**config.mk**
```make
export PLATFORM = sky130hd
export DESIGN_NAME = pwm_trip_flag_ctrl
export DESIGN_NICKNAME = d
export VERILOG_FILES = /design/src/rtl/ptf_pkg.sv /design/src/rtl/ptf_autoclr.sv /design/src/rtl/ptf_flag_bank.sv /design/src/rtl/ptf_regif.sv /design/src/rtl/ptf_irq_gen.sv /design/src/rtl/pwm_trip_flag_ctrl.sv
export SDC_FILE = /design/constraint.sdc
export NUM_CORES = 1
export LEC_CHECK = 0
export BUFFER_PORTS_ARGS = -buffer_cell sky130_fd_sc_hd__buf_2
export CAP_MARGIN = 10
export CORE_MARGIN = 3
export CORE_UTILIZATION = 37
export CTS_CLUSTER_DIAMETER = 60
export DETAILED_ROUTE_END_ITERATION = 10
export PLACE_DENSITY = 0.81
export SYNTH_ARGS = -nofsm -noshare
export SYNTH_HDL_FRONTEND = slang
export SYNTH_SLANG_ARGS = --single-unit
```
**constraint.sdc**
```tcl
create_clock -name clk -period 1.8 [get_ports clk]
set_clock_uncertainty 0.1 [all_clocks]
set_input_delay 0.27 -clock clk [delete_from_list [all_inputs] [get_ports clk]]
set_output_delay 0.27 -clock clk [all_outputs]
set_load 0.01 [all_outputs]
```
**src/rtl/ptf_pkg.sv**
```systemverilog
package ptf_pkg;
    localparam int DATA_W   = 16;
    localparam int ADDR_W   = 2;
    localparam int NUM_EVT  = 4;
    // latch/flag vector excluding the global flag: cbc, ost, events
    localparam int NUM_FLAG = 2 + NUM_EVT;
    // clear/status vector including the global flag at bit 0
    localparam int CLR_W    = NUM_FLAG + 1;
    localparam int SEL_LSB  = DATA_W - 2;

    localparam int IDX_CBC  = 0;
    localparam int IDX_OST  = 1;
    localparam int IDX_EVT0 = 2;

    localparam logic [ADDR_W-1:0] ADDR_STATUS = 2'd0;
    localparam logic [ADDR_W-1:0] ADDR_CLR    = 2'd1;
    localparam logic [ADDR_W-1:0] ADDR_CLR_MR = 2'd2;

    typedef enum logic [1:0] {
        SRC_ZERO   = 2'b00,
        SRC_PERIOD = 2'b01,
        SRC_EITHER = 2'b10,
        SRC_NONE   = 2'b11
    } clr_src_e;
endpackage

```
**src/rtl/ptf_autoclr.sv**
```systemverilog
module ptf_autoclr
    import ptf_pkg::*;
(
    input  clr_src_e sel_i,
    input  logic     tb_zero_i,
    input  logic     tb_prd_i,
    output logic     clr_o
);
    always_comb begin
        unique case (sel_i)
            SRC_ZERO:   clr_o = tb_zero_i;
            SRC_PERIOD: clr_o = tb_prd_i;
            SRC_EITHER: clr_o = tb_zero_i | tb_prd_i;
            default:    clr_o = 1'b0;
        endcase
    end

    always_comb begin
        if (sel_i == SRC_NONE) begin
            AST_NONE_NO_CLEAR: assert (!clr_o);
        end
    end
endmodule

```
**src/rtl/ptf_flag_bank.sv**
```systemverilog
module ptf_flag_bank #(
    parameter int N = 6
) (
    input  logic         clk,
    input  logic         rst_n,
    input  logic [N-1:0] set_i,
    input  logic [N-1:0] clr_i,
    output logic [N-1:0] flag_o
);
    typedef struct packed {
        logic [N-1:0] flag;
    } bank_t;

    bank_t        st_d, st_q;
    logic [N-1:0] nxt;

    for (genvar g = 0; g < N; g++) begin : g_bit
        // set dominates any clear in the same cycle
        assign nxt[g] = set_i[g] | (st_q.flag[g] & ~clr_i[g]);

        AST_SET_WINS: assert property (@(posedge clk) disable iff (!rst_n)
            set_i[g] |=> flag_o[g]);
        AST_CLEAR_TAKES: assert property (@(posedge clk) disable iff (!rst_n)
            (clr_i[g] && !set_i[g]) |=> !flag_o[g]);
    end

    always_comb begin
        st_d      = st_q;
        st_d.flag = nxt;
    end

    always_ff @(posedge clk or negedge rst_n) begin
        if (!rst_n) st_q <= '0;
        else        st_q <= st_d;
    end

    assign flag_o = st_q.flag;
endmodule

```
**src/rtl/ptf_regif.sv**
```systemverilog
module ptf_regif
    import ptf_pkg::*;
(
    input  logic                clk,
    input  logic                rst_n,
    input  logic                wr_en_i,
    input  logic [ADDR_W-1:0]   wr_addr_i,
    input  logic [DATA_W-1:0]   wr_data_i,
    input  logic [ADDR_W-1:0]   rd_addr_i,
    input  logic                glob_i,
    input  logic [NUM_FLAG-1:0] flag_i,
    output logic [CLR_W-1:0]    sw_clr_o,
    output clr_src_e            sel_o,
    output logic [DATA_W-1:0]   rd_data_o
);
    typedef struct packed {
        clr_src_e sel;
    } regs_t;

    regs_t regs_d, regs_q;
    logic  wr_hit;

    assign wr_hit = wr_en_i && (wr_addr_i == ADDR_CLR || wr_addr_i == ADDR_CLR_MR);

    always_comb begin
        regs_d   = regs_q;
        sw_clr_o = '0;
        if (wr_hit) begin
            regs_d.sel = clr_src_e'(wr_data_i[DATA_W-1:SEL_LSB]);
            sw_clr_o   = wr_data_i[CLR_W-1:0];
        end
    end

    always_ff @(posedge clk or negedge rst_n) begin
        if (!rst_n) regs_q <= '{sel: SRC_ZERO};
        else        regs_q <= regs_d;
    end

    assign sel_o = regs_q.sel;

    always_comb begin
        rd_data_o = '0;
        case (rd_addr_i)
            ADDR_STATUS:          rd_data_o = {{(DATA_W-CLR_W){1'b0}}, flag_i, glob_i};
            ADDR_CLR, ADDR_CLR_MR: rd_data_o = {regs_q.sel, {SEL_LSB{1'b0}}};
            default:              rd_data_o = '0;
        endcase
    end

    AST_SEL_FOLLOWS_WRITE: assert property (@(posedge clk) disable iff (!rst_n)
        wr_hit |=> (sel_o == $past(wr_data_i[DATA_W-1:SEL_LSB])));
endmodule

```
**src/rtl/ptf_irq_gen.sv**
```systemverilog
module ptf_irq_gen (
    input  logic clk,
    input  logic rst_n,
    input  logic any_flag_i,
    input  logic clr_glob_i,
    output logic glob_o,
    output logic irq_o
);
    typedef struct packed {
        logic glob;
        logic irq;
    } irq_t;

    irq_t st_d, st_q;

    always_comb begin
        st_d = st_q;
        if (st_q.glob) begin
            st_d.glob = ~clr_glob_i;
            st_d.irq  = 1'b0;
        end else begin
            st_d.glob = any_flag_i;
            st_d.irq  = any_flag_i;
        end
    end

    always_ff @(posedge clk or negedge rst_n) begin
        if (!rst_n) st_q <= '0;
        else        st_q <= st_d;
    end

    assign glob_o = st_q.glob;
    assign irq_o  = st_q.irq;

    AST_IRQ_SINGLE: assert property (@(posedge clk) disable iff (!rst_n)
        irq_o |=> !irq_o);
    AST_IRQ_AT_RISE: assert property (@(posedge clk) disable iff (!rst_n)
        irq_o |-> $rose(glob_o));
    AST_IRQ_QUIET: assert property (@(posedge clk) disable iff (!rst_n)
        (glob_o && !clr_glob_i) |=> !irq_o);
endmodule

```
**src/rtl/pwm_trip_flag_ctrl.sv**
```systemverilog
module pwm_trip_flag_ctrl
    import ptf_pkg::*;
(
    input  logic               clk,
    input  logic               rst_n,
    input  logic               cbc_trip_i,
    input  logic               ost_trip_i,
    input  logic [NUM_EVT-1:0] dc_evt_i,
    input  logic               tb_zero_i,
    input  logic               tb_prd_i,
    input  logic               wr_en_i,
    input  logic [ADDR_W-1:0]  wr_addr_i,
    input  logic [DATA_W-1:0]  wr_data_i,
    input  logic [ADDR_W-1:0]  rd_addr_i,
    output logic [DATA_W-1:0]  rd_data_o,
    output logic               irq_o
);
    logic [CLR_W-1:0]    sw_clr;
    logic [NUM_FLAG-1:0] set_vec;
    logic [NUM_FLAG-1:0] clr_vec;
    logic [NUM_FLAG-1:0] flags;
    clr_src_e            sel;
    logic                auto_clr;
    logic                glob;

    assign set_vec = {dc_evt_i, ost_trip_i, cbc_trip_i};

    always_comb begin
        clr_vec          = sw_clr[CLR_W-1:1];
        clr_vec[IDX_CBC] = sw_clr[IDX_CBC+1] | auto_clr;
    end

    ptf_regif u_regif (
        .clk       (clk),
        .rst_n     (rst_n),
        .wr_en_i   (wr_en_i),
        .wr_addr_i (wr_addr_i),
        .wr_data_i (wr_data_i),
        .rd_addr_i (rd_addr_i),
        .glob_i    (glob),
        .flag_i    (flags),
        .sw_clr_o  (sw_clr),
        .sel_o     (sel),
        .rd_data_o (rd_data_o)
    );

    ptf_autoclr u_autoclr (
        .sel_i     (sel),
        .tb_zero_i (tb_zero_i),
        .tb_prd_i  (tb_prd_i),
        .clr_o     (auto_clr)
    );

    ptf_flag_bank #(.N(NUM_FLAG)) u_bank (
        .clk    (clk),
        .rst_n  (rst_n),
        .set_i  (set_vec),
        .clr_i  (clr_vec),
        .flag_o (flags)
    );

    ptf_irq_gen u_irq (
        .clk        (clk),
        .rst_n      (rst_n),
        .any_flag_i (|flags),
        .clr_glob_i (sw_clr[0]),
        .glob_o     (glob),
        .irq_o      (irq_o)
    );

    AST_OST_HOLD: assert property (@(posedge clk) disable iff (!rst_n)
        (flags[IDX_OST] && !sw_clr[IDX_OST+1]) |=> flags[IDX_OST]);
    AST_RSVD_ZERO: assert property (@(posedge clk) disable iff (!rst_n)
        (rd_addr_i == ADDR_CLR || rd_addr_i == ADDR_CLR_MR) |-> (rd_data_o[SEL_LSB-1:0] == '0));
endmodule

```
Word-level counts from Yosys, hierarchy flattened
Index checks and enable logic that the tools add are counted.
{ "classes": {"eq_ne": 6, "muxes": 4, "n_bitwise": 21, "n_reduce_logical": 6} }
{ "ops": {"columns": ["operator", "count"], "rows": [
  ["case mux 16 bit (2 select lines)", 1],
  ["bitwise OR 1 bit", 8],
  ["two-way mux 7 bit", 1],
  ["NOT 1 bit", 7],
  ["AND 1 bit", 6],
  ["== test 2 x 1 -> 1 bit (second input constant)", 3],
  ["== test 2 bit (second input constant)", 3],
  ["OR reduction 6 bit", 1],
  ["logical NOT 2 bit", 2],
  ["case mux 1 bit (3 select lines)", 1],
  ["two-way mux 2 bit", 1],
  ["OR reduction 2 bit", 1],
  ["logical AND 1 bit", 1],
  ["logical OR 1 bit", 1]
]} }
{ "word_totals": {"regBits": 10, "inputBits": 31, "output_inout_bits": 17, "elab_cells": 41} }

Logic depth before layout (Yosys ltp)
{ "logic_depth": {"word_depth": 8, "depth_mapped": 4} }

Modules after synthesis
Synthesis repeated with hierarchy kept, for this count alone.
{ "unflattened": {"hier_cells": 65, "area_unflattened_um2": 633.1} }
{ "by_module_without_submodules": {"columns": ["module", "instances", "cells_each", "area_each_um2"], "rows": [
  ["ptf_regif", 1, 35, 309.0],
  ["ptf_flag_bank", 1, 18, 217.7],
  ["ptf_irq_gen", 1, 5, 65.1],
  ["ptf_autoclr", 1, 3, 21.3],
  ["pwm_trip_flag_ctrl", 1, 4, 20.0]
]} }

Worst setup path after synthesis
Ideal clock, no wire load.
{ "synth_timing": {"path_type": "reg-to-reg", "from": "register u_bank.st_q, in the netlist u_bank.flag_o[1]", "to": "register u_irq.st_q, in the netlist u_irq.irq_o", "t_arrival_ns": 1.119, "path_slack_ns": 0.457, "path_stages_with_launch": 3, "path_buffers": 0, "synth_period_minus_slack_ns": 1.343, "cell_sequence": "dfrtp_1 > or4_4 > o31a_1"} }
{ "synth_lines": {"columns": ["item", "line", "text"], "rows": [
  ["from (decl)", "ptf_flag_bank.sv:14", "bank_t st_d, st_q;"],
  ["from (signal assigned)", "ptf_flag_bank.sv:34", "else st_q <= st_d;"],
  ["to (signal assigned)", "ptf_irq_gen.sv:29", "else st_q <= st_d;"],
  ["to (decl)", "ptf_irq_gen.sv:14", "irq_t st_d, st_q;"]
]} }

Final worst setup path
{ "layout_timing": {"from": "input port rd_addr_i[1]", "to": "output port rd_data_o[2]"} }
{ "layout_via": {"elab_chain_len": 3} }
{ "layout_rtl": {"columns": ["item", "line", "text"], "rows": [
  ["from (decl)", "pwm_trip_flag_ctrl.sv:14", "input logic [ADDR_W-1:0] rd_addr_i,"],
  ["== test 2 x 1 -> 1 bit / == test 2 bit (equally long branches)", "ptf_regif.sv:43", "case (rd_addr_i)"],
  ["OR reduction 2 bit", "ptf_regif.sv:43", null],
  ["case mux 16 bit (2 select lines) (*)", "ptf_regif.sv:43", null],
  ["to (decl)", "pwm_trip_flag_ctrl.sv:15", "output logic [DATA_W-1:0] rd_data_o,"]
]} }
Mark *: on every way between the ends. The rest lies on a longest branch, timed or not.

==> flow_metrics.env <==
export IMPL_fin_hold_ws_ns=0.0884
export IMPL_numClockSinks=10
export IMPL_dieWidth_um=46.0
export IMPL_hold_viol_final=0
export IMPL_rows=13
export IMPL_synth_top_cell_area_share=0.424
export IMPL_grt_pass1_wl_um=2070
export IMPL_max_freq_mhz=622
export IMPL_async_flop_share=1.00
export IMPL_diodes=0
export IMPL_max_cap_violations=0
export IMPL_postCtsSetupRepairBufs=0
export IMPL_dp_hpwl_um=1050
export IMPL_slew_violations=0
export IMPL_place_area_um2=748
export IMPL_drt_initial_drc_count=3
export IMPL_tns_ns=0
export IMPL_avgSynthCellArea_um2=10.0
export IMPL_p_leak_nw=0.423
export IMPL_initial_core_util=0.422
export IMPL_fin_nets=130
export IMPL_cts_tree="yes"
export IMPL_min_path_type="in -> reg"
export IMPL_insertion_delay_ns=0.25
export IMPL_rsz0062_at_grt="no"
export IMPL_design_area_um2=781
export IMPL_synth_top_cells_by_count="10 x dfrtp_1, 8 x and2_1, 7 x buf_4, 7 x nand3_1"
export IMPL_gp_congestion=0.739
export IMPL_synth_seq_cells=10
export IMPL_antenna_found_initial=0
export IMPL_post_drt_wl_per_cell_um=11.5
export IMPL_finalCriticalPeriod_ns=1.61
export IMPL_synth_warnings=0
export IMPL_drtAntennaViolNets=0
export IMPL_io_pins=48
export IMPL_io_buffers=33
export IMPL_h_tree_depth=1
export IMPL_finalSetupViolCount=0
export IMPL_grt_max_degree=11
export IMPL_worstPathArrival_ns=1.24
export IMPL_drive_gt1_frac=0.442
export IMPL_synth_area_um2=591
export IMPL_clk_path_buf_depth=2
export IMPL_vias=521
export IMPL_die_h_um=46.0
export IMPL_dr_pass1_iters=2
export IMPL_netlist_instances=59
export IMPL_yosysMostFrequentCell="dfrtp_1"
export IMPL_cp_max_fo=7
export IMPL_ys_seq_area_frac=0.424
export IMPL_status="finished clean"
export IMPL_power_total_w=0.000539
export IMPL_vdd_ir_drop_max_mv=0.408
export IMPL_wl_um=1260
export IMPL_grt_use_total=0.141
export IMPL_dpl_cell_count=106
export IMPL_p_per_area_nw_per_um2=691
export IMPL_ys_flop_type="dfrtp_1"
export IMPL_cts_clk_slew_worst_paths_ns=0.06
export IMPL_crit_required_ns=1.43
export IMPL_yosys_top_cells_area="dfrtp_1 42%, buf_4 8.9%, and2_1 8.5%"
export IMPL_crit_type="in -> out"
export IMPL_coreArea_um2=1400
export IMPL_yosys_area_top_type="dfrtp_1"
export IMPL_gr_total_overflow=0
export IMPL_grt_pass1_vias=516
export IMPL_root_buffer="clkbuf_4"
export IMPL_final_cell_count_no_fill=110
export IMPL_avgViaCountPerCell=4.74
export IMPL_fin_crit_sh=0.894
export IMPL_synth_edf_count=0
export IMPL_drc_errors=0
export IMPL_ctsResizeCount=0
export IMPL_cp_end_kind="primary output"
export IMPL_start_kind="input port"
export IMPL_synthToLayoutAreaGrowth_pct=32.2
export IMPL_cts_buffers=3
export IMPL_num_fill_cells=134
export IMPL_dieArea_um2=2110
export IMPL_yosysUniqueCellTypes=22
## cell families after synthesis
| kind of cell | after synthesis | synth area share |
|---|---|---|
| and+or+nand+nor | 20 | 0.212 |
| buffers and inverters | 13 | 0.127 |
| DFF | 10 | 0.424 |
| AOI/OAI and AO/OA | 10 | 0.127 |
| xor gates and xnor gates | 2 | 0.0424 |
| muxes | 1 | 0.0191 |
| other | 1 | 0.00635 |
| adders and majority gates | 2 | 0.0424 |
## cell type report
class                   count  area [µm²]  share of cell area
multi-input cells          42         288               0.369
flip-flops and latches     10         250               0.321
repair buffers             35         183               0.234
clock buffers               3        22.5              0.0288
inverters                   5        18.8              0.0240
well taps                  15        18.8              0.0240
## sequential cells by signal (all words and copies together), names as in the netlist
signal and cells:
u_bank.flag_o 6, u_irq.glob_o 1, u_irq.irq_o 1, u_regif.sel_o 2
## where the power goes
part / switching (W) / internal (W)
Sequential: 0.0000172 / 0.000246
Combinational: 0.0000640 / 0.0000676
Clock: 0.0000680 / 0.0000768
Total: 0.000149 / 0.000390
## what timing repair did
action	CTS	global route
setup endpoints to repair	0	0
hold endpoints to repair	10	0
hold buffers	1	0
## worst max-delay path: stages
cell	delay [ns]
buf_2	0.11
inv_1	0.05
ha_1	0.14
nor2b_1	0.34
and2_2	0.20
buf_2	0.13
## path summary, 6_finish.rpt
check | startpoint | endpoint | slack, ns | cells past startpoint
min reg2reg | u_bank.flag_o[4] | u_bank.flag_o[4] | 0.41 | 1
max in group asynchronous | rst_n | u_bank.flag_o[2] | 1.11 | 2
max | rd_addr_i[1] | rd_data_o[2] | 0.19 | 6
min | cbc_trip_i | u_bank.flag_o[0] | 0.09 | 2
max reg2reg | u_bank.flag_o[1] | u_irq.glob_o | 0.35 | 3
min in group asynchronous | rst_n | u_bank.flag_o[1] | 0.30 | 2
## through the flow
stage,utilization,worst slack (ns)
detailed placement,0.535,0.188
global placement,0.535,0.221
floorplan,-,0.457
finish,0.558,0.191
global route,0.558,0.0904
CTS,0.558,0.185
## per-layer routing
metal | part of all wire | up-vias | track usage
li1 | - | 256 | -
met1 | 0.39 | 233 | 0.170
met2 | 0.50 | 30 | 0.231
met3 | 0.10 | 2 | 0.0237
met4 | 0.011 | 0 | 0.0852
met5 | 0 | - | 0
## placed cells by master (no fill, tap or decap), drive strengths merged, types with 2 or more instances in the layout
cell type,synthesis,final
xor2,2,2
clkbuf,1,3
buf,7,34
and2,10,10
a21o,6,6
ha,2,2
nand3,7,7
dfrtp,10,10
conb,1,7
inv,5,5
Power figures use the tool's default switching activity.
